[src/rtl/cfgseq_pkg.sv]
// Shared definitions for the SPI configuration sequencer.
// Assumes: the sequencer states listed here are the only ones the walker uses.
package cfgseq_pkg;

    localparam int DEF_WORD_W    = 24;
    localparam int DEF_ROM_DEPTH = 8;
    localparam int DEF_NUM_DEV   = 3;
    localparam int DEF_HALF_DIV  = 2;

    // Walker phases: fetch a word, examine it, wait for its frame, finished.
    typedef enum logic [1:0] {
        SQ_FETCH   = 2'd0,
        SQ_EXAMINE = 2'd1,
        SQ_SHIFT   = 2'd2,
        SQ_FINISH  = 2'd3
    } seq_state_e;

endpackage

[src/rtl/cfg_spi_shifter.sv]
// SPI mode-0 write-only shift engine.
// On a launch pulse (ignored while busy) it captures a word and shifts it MSB
// first. SCLK idles low and each SCLK half-period lasts HALF_DIV clocks.
// MOSI changes only on falling SCLK. After the last falling edge the frame
// ends and a one-cycle finished pulse follows on the next cycle.
// Assumes HALF_DIV >= 1 and WORD_W >= 2.
module cfg_spi_shifter #(
    parameter int WORD_W   = 24,
    parameter int HALF_DIV = 2
) (
    input  logic              clk,
    input  logic              rst_n,
    input  logic              launch,
    input  logic [WORD_W-1:0] word,
    output logic              sclk,
    output logic              mosi,
    output logic              active,
    output logic              finished
);

    localparam int CNT_W = (HALF_DIV > 1) ? $clog2(HALF_DIV) : 1;
    localparam int BIT_W = $clog2(WORD_W);

    logic [WORD_W-1:0] shreg_q;
    logic [CNT_W-1:0]  div_q;
    logic [BIT_W-1:0]  bit_q;
    logic              sclk_q;
    logic              active_q;
    logic              fin_q;

    logic half_end;
    logic last_bit;

    assign half_end = (div_q == CNT_W'(HALF_DIV - 1));
    assign last_bit = (bit_q == BIT_W'(WORD_W - 1));

    // Frame control: load, divide, toggle SCLK, shift on falling edges, end.
    always_ff @(posedge clk) begin
        if (!rst_n) begin
            shreg_q  <= '0;
            div_q    <= '0;
            bit_q    <= '0;
            sclk_q   <= 1'b0;
            active_q <= 1'b0;
            fin_q    <= 1'b0;
        end else begin
            fin_q <= 1'b0;
            if (!active_q) begin
                if (launch) begin
                    shreg_q  <= word;
                    active_q <= 1'b1;
                    sclk_q   <= 1'b0;
                    div_q    <= '0;
                    bit_q    <= '0;
                end
            end else if (half_end) begin
                div_q  <= '0;
                sclk_q <= ~sclk_q;
                if (sclk_q) begin
                    if (last_bit) begin
                        active_q <= 1'b0;
                        fin_q    <= 1'b1;
                    end else begin
                        shreg_q <= {shreg_q[WORD_W-2:0], 1'b0};
                        bit_q   <= bit_q + 1'b1;
                    end
                end
            end else begin
                div_q <= div_q + 1'b1;
            end
        end
    end

    assign sclk     = sclk_q;
    assign mosi     = active_q & shreg_q[WORD_W-1];
    assign active   = active_q;
    assign finished = fin_q;

endmodule

[src/rtl/cfg_cs_decode.sv]
// Chip-select decoder: drives low the select of the current device while a
// frame is active; every other select stays high.
// Assumes the device index changes only when no frame is active.
module cfg_cs_decode #(
    parameter int NUM_DEV = 3,
    parameter int DEV_W   = 2
) (
    input  logic [DEV_W-1:0]   dev_sel,
    input  logic               frame_active,
    output logic [NUM_DEV-1:0] cs_n
);

    // One select line per device, generated from the index compare.
    for (genvar g = 0; g < NUM_DEV; g++) begin : g_cs
        assign cs_n[g] = ~(frame_active && (dev_sel == DEV_W'(g)));
    end

endmodule

[src/rtl/cfg_rom_walker.sv]
// ROM walking state machine.
// For each device in turn it reads words from address 0 upward. It waits one
// cycle of ROM latency, then launches a frame for each word that is not the
// terminator and waits for that frame to finish. It moves to the next device
// on the terminator, or after the word at the top address (setting a sticky
// error). After the last device it sets a sticky done flag and a one-cycle
// start pulse.
// Assumes ROM_DEPTH >= 2 and NUM_DEV >= 2.
module cfg_rom_walker
    import cfgseq_pkg::*;
#(
    parameter int NUM_DEV   = 3,
    parameter int ROM_DEPTH = 8,
    parameter int WORD_W    = 24,
    parameter int DEV_W     = 2,
    parameter int ADDR_W    = 3
) (
    input  logic              clk,
    input  logic              rst_n,
    output logic              rom_rd,
    output logic [DEV_W-1:0]  rom_dev,
    output logic [ADDR_W-1:0] rom_addr,
    input  logic [WORD_W-1:0] rom_data,
    output logic              launch,
    output logic [WORD_W-1:0] word_out,
    input  logic              spi_finished,
    output logic              busy,
    output logic              config_done,
    output logic              init_start,
    output logic              seq_error
);

    seq_state_e        state_q;
    logic [DEV_W-1:0]  dev_q;
    logic [ADDR_W-1:0] addr_q;
    logic              done_q;
    logic              init_q;
    logic              err_q;

    logic is_term;
    logic last_dev;
    logic last_addr;
    logic next_dev;
    logic overrun;

    // Decode of the returned word and of the position counters.
    always_comb begin
        is_term   = &rom_data;
        last_dev  = (dev_q == DEV_W'(NUM_DEV - 1));
        last_addr = (addr_q == ADDR_W'(ROM_DEPTH - 1));
        overrun   = (state_q == SQ_SHIFT) && spi_finished && last_addr;
        next_dev  = ((state_q == SQ_EXAMINE) && is_term) || overrun;
    end

    // Sequencing of fetch, examine, shift and device advance.
    always_ff @(posedge clk) begin
        if (!rst_n) begin
            state_q <= SQ_FETCH;
            dev_q   <= '0;
            addr_q  <= '0;
            done_q  <= 1'b0;
            init_q  <= 1'b0;
            err_q   <= 1'b0;
        end else begin
            init_q <= 1'b0;
            if (overrun) begin
                err_q <= 1'b1;
            end
            if (next_dev) begin
                if (last_dev) begin
                    state_q <= SQ_FINISH;
                    done_q  <= 1'b1;
                    init_q  <= 1'b1;
                end else begin
                    state_q <= SQ_FETCH;
                    dev_q   <= dev_q + 1'b1;
                    addr_q  <= '0;
                end
            end else begin
                case (state_q)
                    SQ_FETCH:   state_q <= SQ_EXAMINE;
                    SQ_EXAMINE: state_q <= SQ_SHIFT;
                    SQ_SHIFT: begin
                        if (spi_finished) begin
                            state_q <= SQ_FETCH;
                            addr_q  <= addr_q + 1'b1;
                        end
                    end
                    default:    state_q <= SQ_FINISH;
                endcase
            end
        end
    end

    assign rom_rd      = (state_q == SQ_FETCH);
    assign rom_dev     = dev_q;
    assign rom_addr    = addr_q;
    assign launch      = (state_q == SQ_EXAMINE) && !is_term;
    assign word_out    = rom_data;
    assign busy        = (state_q != SQ_FINISH);
    assign config_done = done_q;
    assign init_start  = init_q;
    assign seq_error   = err_q;

endmodule

[src/rtl/cfg_spi_sequencer.sv]
// Top level of the power-up SPI configuration sequencer.
// It ties the ROM walker, the mode-0 shift engine and the chip-select decoder
// together. The ROMs are external and have one cycle of read latency.
// Programming starts by itself once reset is released.
module cfg_spi_sequencer #(
    parameter int NUM_DEV   = cfgseq_pkg::DEF_NUM_DEV,
    parameter int ROM_DEPTH = cfgseq_pkg::DEF_ROM_DEPTH,
    parameter int WORD_W    = cfgseq_pkg::DEF_WORD_W,
    parameter int HALF_DIV  = cfgseq_pkg::DEF_HALF_DIV,
    localparam int DEV_W    = (NUM_DEV > 1) ? $clog2(NUM_DEV) : 1,
    localparam int ADDR_W   = (ROM_DEPTH > 1) ? $clog2(ROM_DEPTH) : 1
) (
    input  logic               clk,
    input  logic               rst_n,
    output logic               rom_rd,
    output logic [DEV_W-1:0]   rom_dev,
    output logic [ADDR_W-1:0]  rom_addr,
    input  logic [WORD_W-1:0]  rom_data,
    output logic               spi_sclk,
    output logic               spi_mosi,
    output logic [NUM_DEV-1:0] spi_cs_n,
    output logic               busy,
    output logic               config_done,
    output logic               init_start,
    output logic               seq_error
);

    logic              launch;
    logic [WORD_W-1:0] word;
    logic              frame_active;
    logic              frame_fin;

    cfg_rom_walker #(
        .NUM_DEV   (NUM_DEV),
        .ROM_DEPTH (ROM_DEPTH),
        .WORD_W    (WORD_W),
        .DEV_W     (DEV_W),
        .ADDR_W    (ADDR_W)
    ) u_walker (
        .clk          (clk),
        .rst_n        (rst_n),
        .rom_rd       (rom_rd),
        .rom_dev      (rom_dev),
        .rom_addr     (rom_addr),
        .rom_data     (rom_data),
        .launch       (launch),
        .word_out     (word),
        .spi_finished (frame_fin),
        .busy         (busy),
        .config_done  (config_done),
        .init_start   (init_start),
        .seq_error    (seq_error)
    );

    cfg_spi_shifter #(
        .WORD_W   (WORD_W),
        .HALF_DIV (HALF_DIV)
    ) u_shift (
        .clk      (clk),
        .rst_n    (rst_n),
        .launch   (launch),
        .word     (word),
        .sclk     (spi_sclk),
        .mosi     (spi_mosi),
        .active   (frame_active),
        .finished (frame_fin)
    );

    cfg_cs_decode #(
        .NUM_DEV (NUM_DEV),
        .DEV_W   (DEV_W)
    ) u_cs (
        .dev_sel      (rom_dev),
        .frame_active (frame_active),
        .cs_n         (spi_cs_n)
    );

endmodule

[config.mk]
export PLATFORM = sky130hd
export DESIGN_NAME = cfg_spi_sequencer
export DESIGN_NICKNAME = d
export VERILOG_FILES = /design/src/rtl/cfgseq_pkg.sv /design/src/rtl/cfg_spi_shifter.sv /design/src/rtl/cfg_cs_decode.sv /design/src/rtl/cfg_rom_walker.sv /design/src/rtl/cfg_spi_sequencer.sv
export SDC_FILE = /design/constraint.sdc
export NUM_CORES = 1
export LEC_CHECK = 0
export BUFFER_PORTS_ARGS = -buffer_cell sky130_fd_sc_hd__buf_2
export CAP_MARGIN = 0
export CORE_MARGIN = 1
export CORE_UTILIZATION = 35
export CTS_BUF_LIST = sky130_fd_sc_hd__clkbuf_4
export DETAILED_ROUTE_END_ITERATION = 6
export GPL_TIMING_DRIVEN = 0
export SLEW_MARGIN = 20
export SYNTH_ARGS = -nofsm -noshare
export SYNTH_HDL_FRONTEND = slang
export SYNTH_SLANG_ARGS = --single-unit
[constraint.sdc]
create_clock -name clk -period 2.3 [get_ports clk]
set_input_delay 0.115 -clock clk [delete_from_list [all_inputs] [get_ports clk]]
set_output_delay 0.115 -clock clk [all_outputs]
set_load 0.05 [all_outputs]
# After elaboration in Yosys (flattened, before gate mapping)
# Cells that the tools add are included.
# word_totals
ff_bits	43
word_cells	86
out_inout_bits	15
input_bits	26
# op_classes
muxes	30
bitwise_logic	6
n_reduce_logical	22
eq_ne	12
n_addsub	4
# op_table
cell	count
two-way mux 24 bit	5
two-way mux 5 bit	5
AND reduction 24 bit	1
two-way mux 1 bit	12
two-way mux 3 bit	4
AND reduction 2 bit	4
AND reduction 4 bit	2
logical AND 1 bit	7
two-way mux 2 bit	3
!= test 2 bit, second input constant	3
case mux 2 bit (3 select lines)	1
nonzero test 2 bit	3
adder 5 x 1 -> 5 bit, second input constant	1
equality test 5 bit, second input constant	1
inverter 1 bit	5
equality test 2 x 1 -> 1 bit, second input constant	2
equality test 2 bit, second input constant	2
zero test 2 bit	2
!= test 2 x 1 -> 1 bit, second input constant	2
adder 3 x 1 -> 3 bit, second input constant	1
equality test 3 bit, second input constant	1
!= test 3 x 1 -> 1 bit, second input constant	1
AND reduction 3 bit	1
adder 2 x 1 -> 2 bit, second input constant	1
other kinds (4)	4

# Depth between registers and ports, before layout
# depth
word_depth	6
ltp_mapped	8
mapped_depth_nobuf	7

# Cells and area by module
# From an unflattened synthesis, not the netlist that was laid out.
# unflattened
hier_cells	282
hier_area_um2	2548.7
# modules_own_cells
module	seq_area_each_um2	instances	area_each_um2	cells_each
cfg_spi_shifter	660.6	1	1660.3	178
cfg_rom_walker	200.2	1	864.6	101
cfg_cs_decode	0.0	1	23.8	3

# Worst setup path before layout
# OpenSTA, ideal clock, no wires.
# synth_timing
path_type	reg2reg
start	reg u_shift.sclk_q (netlist: u_shift.sclk)
end	reg u_shift.shreg_q[17]
arrival_ns	1.662
stages_incl_launch_ff	6
n_path_buf	1
required_ns	2.214
slack_ns	0.552
synth_period_minus_slack_ns	1.748
path_cell_list	dfxtp_1 nand3_1 a31oi_4 buf_4 nor2_1 a211oi_1
# synth_between
elab_chain_len	2
# synth_lines
item	line_no	text
start: declaration	cfg_spi_shifter.sv:27	logic sclk_q;
start signal: assignment	cfg_spi_shifter.sv:58	sclk_q <= ~sclk_q;
!= test 2 x 1 -> 1 bit (no source line)	--	
AND reduction 4 bit (no source line)	--	
end signal: assignment	cfg_spi_shifter.sv:50	shreg_q <= word;
end signal: assignment	cfg_spi_shifter.sv:64	shreg_q <= {shreg_q[WORD_W-2:0], 1'b0};
end: declaration	cfg_spi_shifter.sv:24	logic [WORD_W-1:0] shreg_q;
# No other way between the ends.
# A chain may end at the register's enable or synchronous reset.

# Worst setup path after layout
# layout_timing
start	reg u_walker.state_q[0]
end	reg u_shift.shreg_q[4]
# layout_between
elab_chain_len	4
# layout_lines
item	line_no	text
start: declaration	cfg_rom_walker.sv:33	seq_state_e state_q;
start signal: assignment	cfg_rom_walker.sv:58	state_q <= SQ_FETCH;
start signal: assignment	cfg_rom_walker.sv:71	state_q <= SQ_FINISH;
start signal: assignment	cfg_rom_walker.sv:75	state_q <= SQ_FETCH;
equality test 2 x 1 -> 1 bit	cfg_rom_walker.sv:98	assign launch = (state_q == SQ_EXAMINE) && !is_term;
logical AND 1 bit	cfg_rom_walker.sv:98	
nonzero test 2 bit (no source line)	--	
AND reduction 4 bit (no source line)	--	
# No other way between the ends.

==> impl.org <==
** Timing
- For the pin with the worst max-slew slack, the measured transition is 0.713 ns.
- The max-slew violation count is 0.
- Fin crit period :: 2.05 ns
- Setup skew after layout :: 0.0110 ns
- Count of final setup violators :: 0
- Sum of negative setup slack :: 0 ns
- Period utilisation layout :: 88.9%
- Static timing analysis puts the maximum clock frequency at 489 MHz.
- The number of hold violations in the final report was 0.
- Setup repair after global routing left no endpoint under its margin.
- In this run the tightest slew margin relative to its limit is 52.5%.

** Yosys
- The most common cell in the synthesized netlist is dfxtp_1.
- When the netlist entered floorplanning its net count stood at 273.
- Average cell area after synthesis :: 9.37 sq um
- Number of enable-type register cells in the synthesized netlist :: 0
- The commonest cells after synthesis are dfxtp_1, nor2_1, mux2i_1.
- Proportion of register bits with asynchronous set or reset after synthesis :: 0%
- In this run the cell area of the synthesized design comes to 0.00221 sq mm.
- Of the post-synthesis cell area, the dominant cell type holds 38.9%.
- Synth Register Bits :: 43
- Distinct cell type count of the synthesized netlist :: 41
- Among all flip-flop cells after synthesis, the most frequent one is dfxtp_1.
- The share of the Yosys chip area taken by registers is 38.9%.
- After technology mapping, the gate count stands at 236.
- Ranked by total cell area, the synthesized netlist is headed by dfxtp_1, mux2i_1, a211oi_1.
- Dominant cell type by area after synthesis :: dfxtp_1
- During synthesis, Yosys emitted a total of 0 warnings.

** Floorplan
- The die covers 0.00664 sq mm.
- 41 I/O pins were placed.
- Row generation in the floorplan step produced 28 rows.
- In this run the vertical extent of the chip is 81.5 um.
- Effective utilization at floorplan :: 36.7%
- After floorplanning, the core was sized to cover 0.00603 sq mm.
- The die is 81.5 um wide.

** Clocking
- Deepest clock path buffer count :: 2
- Clock tree synthesis found a total of 43 sinks.
- Clock tree synthesis selected as its root buffer the cell clkbuf_4.
- After clock tree synthesis, the clock-pin slew on the worst setup and hold paths is 0.14 ns.
- Max H-tree Level :: 2
- Buffers inserted to repair hold after CTS numbered 0.
- Post-CTS Setup Bufs :: 0
- Worst skew pair latency :: 0.36 ns
- CTS Buf Count :: 5
- Once the clock tree was built, the resizer swapped 0 gates to a different size.
- Clock tree from TritonCTS :: built

** Critical path
- Highest fanout seen on the critical path :: 10
- Data required time at the worst endpoint :: 2.58 ns
- STA classifies the critical path startpoint as a flip-flop.
- Critical path type :: flip-flop to flip-flop
- CP Data Arrival Time :: 2.33 ns
- Endpoint kind of the worst setup timing path :: flip-flop

** Placement
- The wire-length estimate of the detail-placed layout is 3.75 mm.
- Placed Instances :: 350
- Routability congestion estimate :: 0.772
- The count of buffers added on input and output ports is 39.

** Outcome
- Outcome :: complete, no violations

** Drt
- Total Wirelength :: 5.01 mm
- Antenna-violating nets left :: 0
- Detailed routing inserted a total of 1844 vias.
- In the routed design, unresolved DRC markers number 0.
- The pre-antenna-repair detailed-routing pass consisted of 4 iterations.
- Ratio of routed vias to standard cells :: 5.15
- After the first detailed-routing iteration, the DRC count stood at 87.
- Routed length per instance :: 14.0 um

** Pwr
- The analysis attributes to cell leakage a power of 0.00100 uW.
- Maximum vdd drop :: 0.425 mV
- Of the total power, registers draw 38.5%.
- Switching power as a share of total power :: 41.5%
- In this run the power density over the cells is 1140 mW/mm^2.
- Switching power of the nets :: 1210 uW
- Part of the power in the clock network :: 13.1%
- Combinational Power Share :: 48.4%
- Internal power summed over all cells :: 1710 uW

** Global routing
- Global routing finished with a remaining overflow of 0.
- The first global-routing pass estimated 8.25 mm of wire.
- The number of antenna violations at the first check in global routing is 0.
- Vias in the first global route :: 1751
- Overall routing resource usage :: 16.3%
- Entering global routing, the biggest net connects 14 pins.

** Cells and area
- # fillers :: 635
- In the final layout, the share of cells above drive strength 1 is 23.3%.
- Excluding fillers, the count of instances in the completed layout stands at 358.
- At the end of the flow, the number of nets in the layout was 319.
- The number of antenna diodes in the final layout is 0.
- Synth-to-Final Area Change :: 15.7%

** Job
- Across the run, the number of max-cap violations was 0.

** Worst hold path
- Classification of the worst-slack hold path :: input pin to flip-flop
sequential cells by signal (all words and copies together) (netlist names):
| signal | flops |
|---|---|
| u_shift.shreg_q | 24 |
| u_shift.bit_q | 5 |
| u_walker.rom_addr | 3 |
| u_walker.rom_dev | 2 |
| u_walker.state_q | 2 |
| u_shift.active | 1 |
| u_shift.div_q | 1 |
| u_shift.finished | 1 |
| u_shift.sclk | 1 |
| u_walker.config_done | 1 |
| u_walker.init_start | 1 |
| u_walker.seq_error | 1 |
power groups by stage:
stage               clock network (uW)  logic [uW]  registers, uW
CTS                                398        1430           1130
global placement                     0        1410           1140
finish                             384        1420           1130
global route                       428        1580           1160
floorplan                            0        1160           1110
detailed placement                   0        1430           1140
through the flow:
step | area [sq um] | utilization (%) | hold WS, ns | total power [uW] | setup WS [ns]
floorplan | 2210 | - | 0.273 | 2270 | 0.552
global placement | 2500 | 41.5 | 0.404 | 2550 | 0.277
detailed placement | 2500 | 41.5 | 0.412 | 2570 | 0.270
CTS | 2560 | 42.5 | 0.0252 | 2950 | 0.243
global route | 2560 | 42.5 | 0.0521 | 3160 | 0.0618
finish | 2560 | 42.5 | 0.0441 | 2930 | 0.255
logic make-up after synthesis:
family,after synthesis,synth area share [%]
and+or+nand+nor,74,16.7
AOI/OAI and AO/OA,56,20.4
buffers and inverters,26,6.00
DFF,43,38.9
adders and majority gates,11,6.22
muxes,26,11.8
worst max-delay path: stages (launching register included):
cell      delay, ns
dfxtp_1        0.44
ha_1           0.31
and2b_2        0.25
o41ai_4        0.11
a31oi_4        0.36
buf_4          0.25
nor2_1         0.05
a211oi_1       0.20
final cells by class:
| type | instances | area (sq um) | share of cell area (%) |
|---|---|---|---|
| multi-input combinational | 167 | 1220 | 47.6 |
| sequential | 43 | 861 | 33.6 |
| timing repair buffer | 39 | 195 | 7.63 |
| tap | 75 | 93.8 | 3.67 |
| buffer | 14 | 87.6 | 3.42 |
| clock buffer | 6 | 45.0 | 1.76 |
| inverter | 12 | 45.0 | 1.76 |
| clock inverter | 2 | 12.5 | 0.489 |
per-layer routing:
metal	vias to the layer above	routed length, um	track usage, %
met4	0	105	6.43
met2	24	2230	25.2
li1	947	-	-
met5	-	0	0
met1	865	2540	21.8
met3	8	138	3.67
worst paths after layout:
path / start / slack (ns) / cells after the start / endpoint
setup / recovery: u_walker.state_q[0] / 0.25 / 7 / u_shift.shreg_q[4]
hold / removal: rom_data[0] / 0.04 / 3 / u_shift.shreg_q[0]
setup reg to reg: u_walker.state_q[0] / 0.25 / 7 / u_shift.shreg_q[4]
hold reg to reg: u_walker.config_done / 0.46 / 1 / u_walker.config_done
cells in the final DEF (no fill, tap or decap), types with 2 or more instances in the layout:
cell type	n
a211oi_2	4
mux2i_1	26
a21o_1	2
o22ai_1	4
nand3b_1	2
clkbuf_4	6
ha_1	11
nand2_1	17
clkbuf_1	6
nor2b_1	3
and3_1	3
dfxtp_1	43
nand4_1	7
buf_2	40
a21oi_1	5
nand3_1	5
buf_1	2
buf_6	4
o21ai_0	6
a31oi_1	5
nand2b_1	3
nor2_1	27
a211oi_1	20
inv_1	12
(Power assumes the default switching activity.)
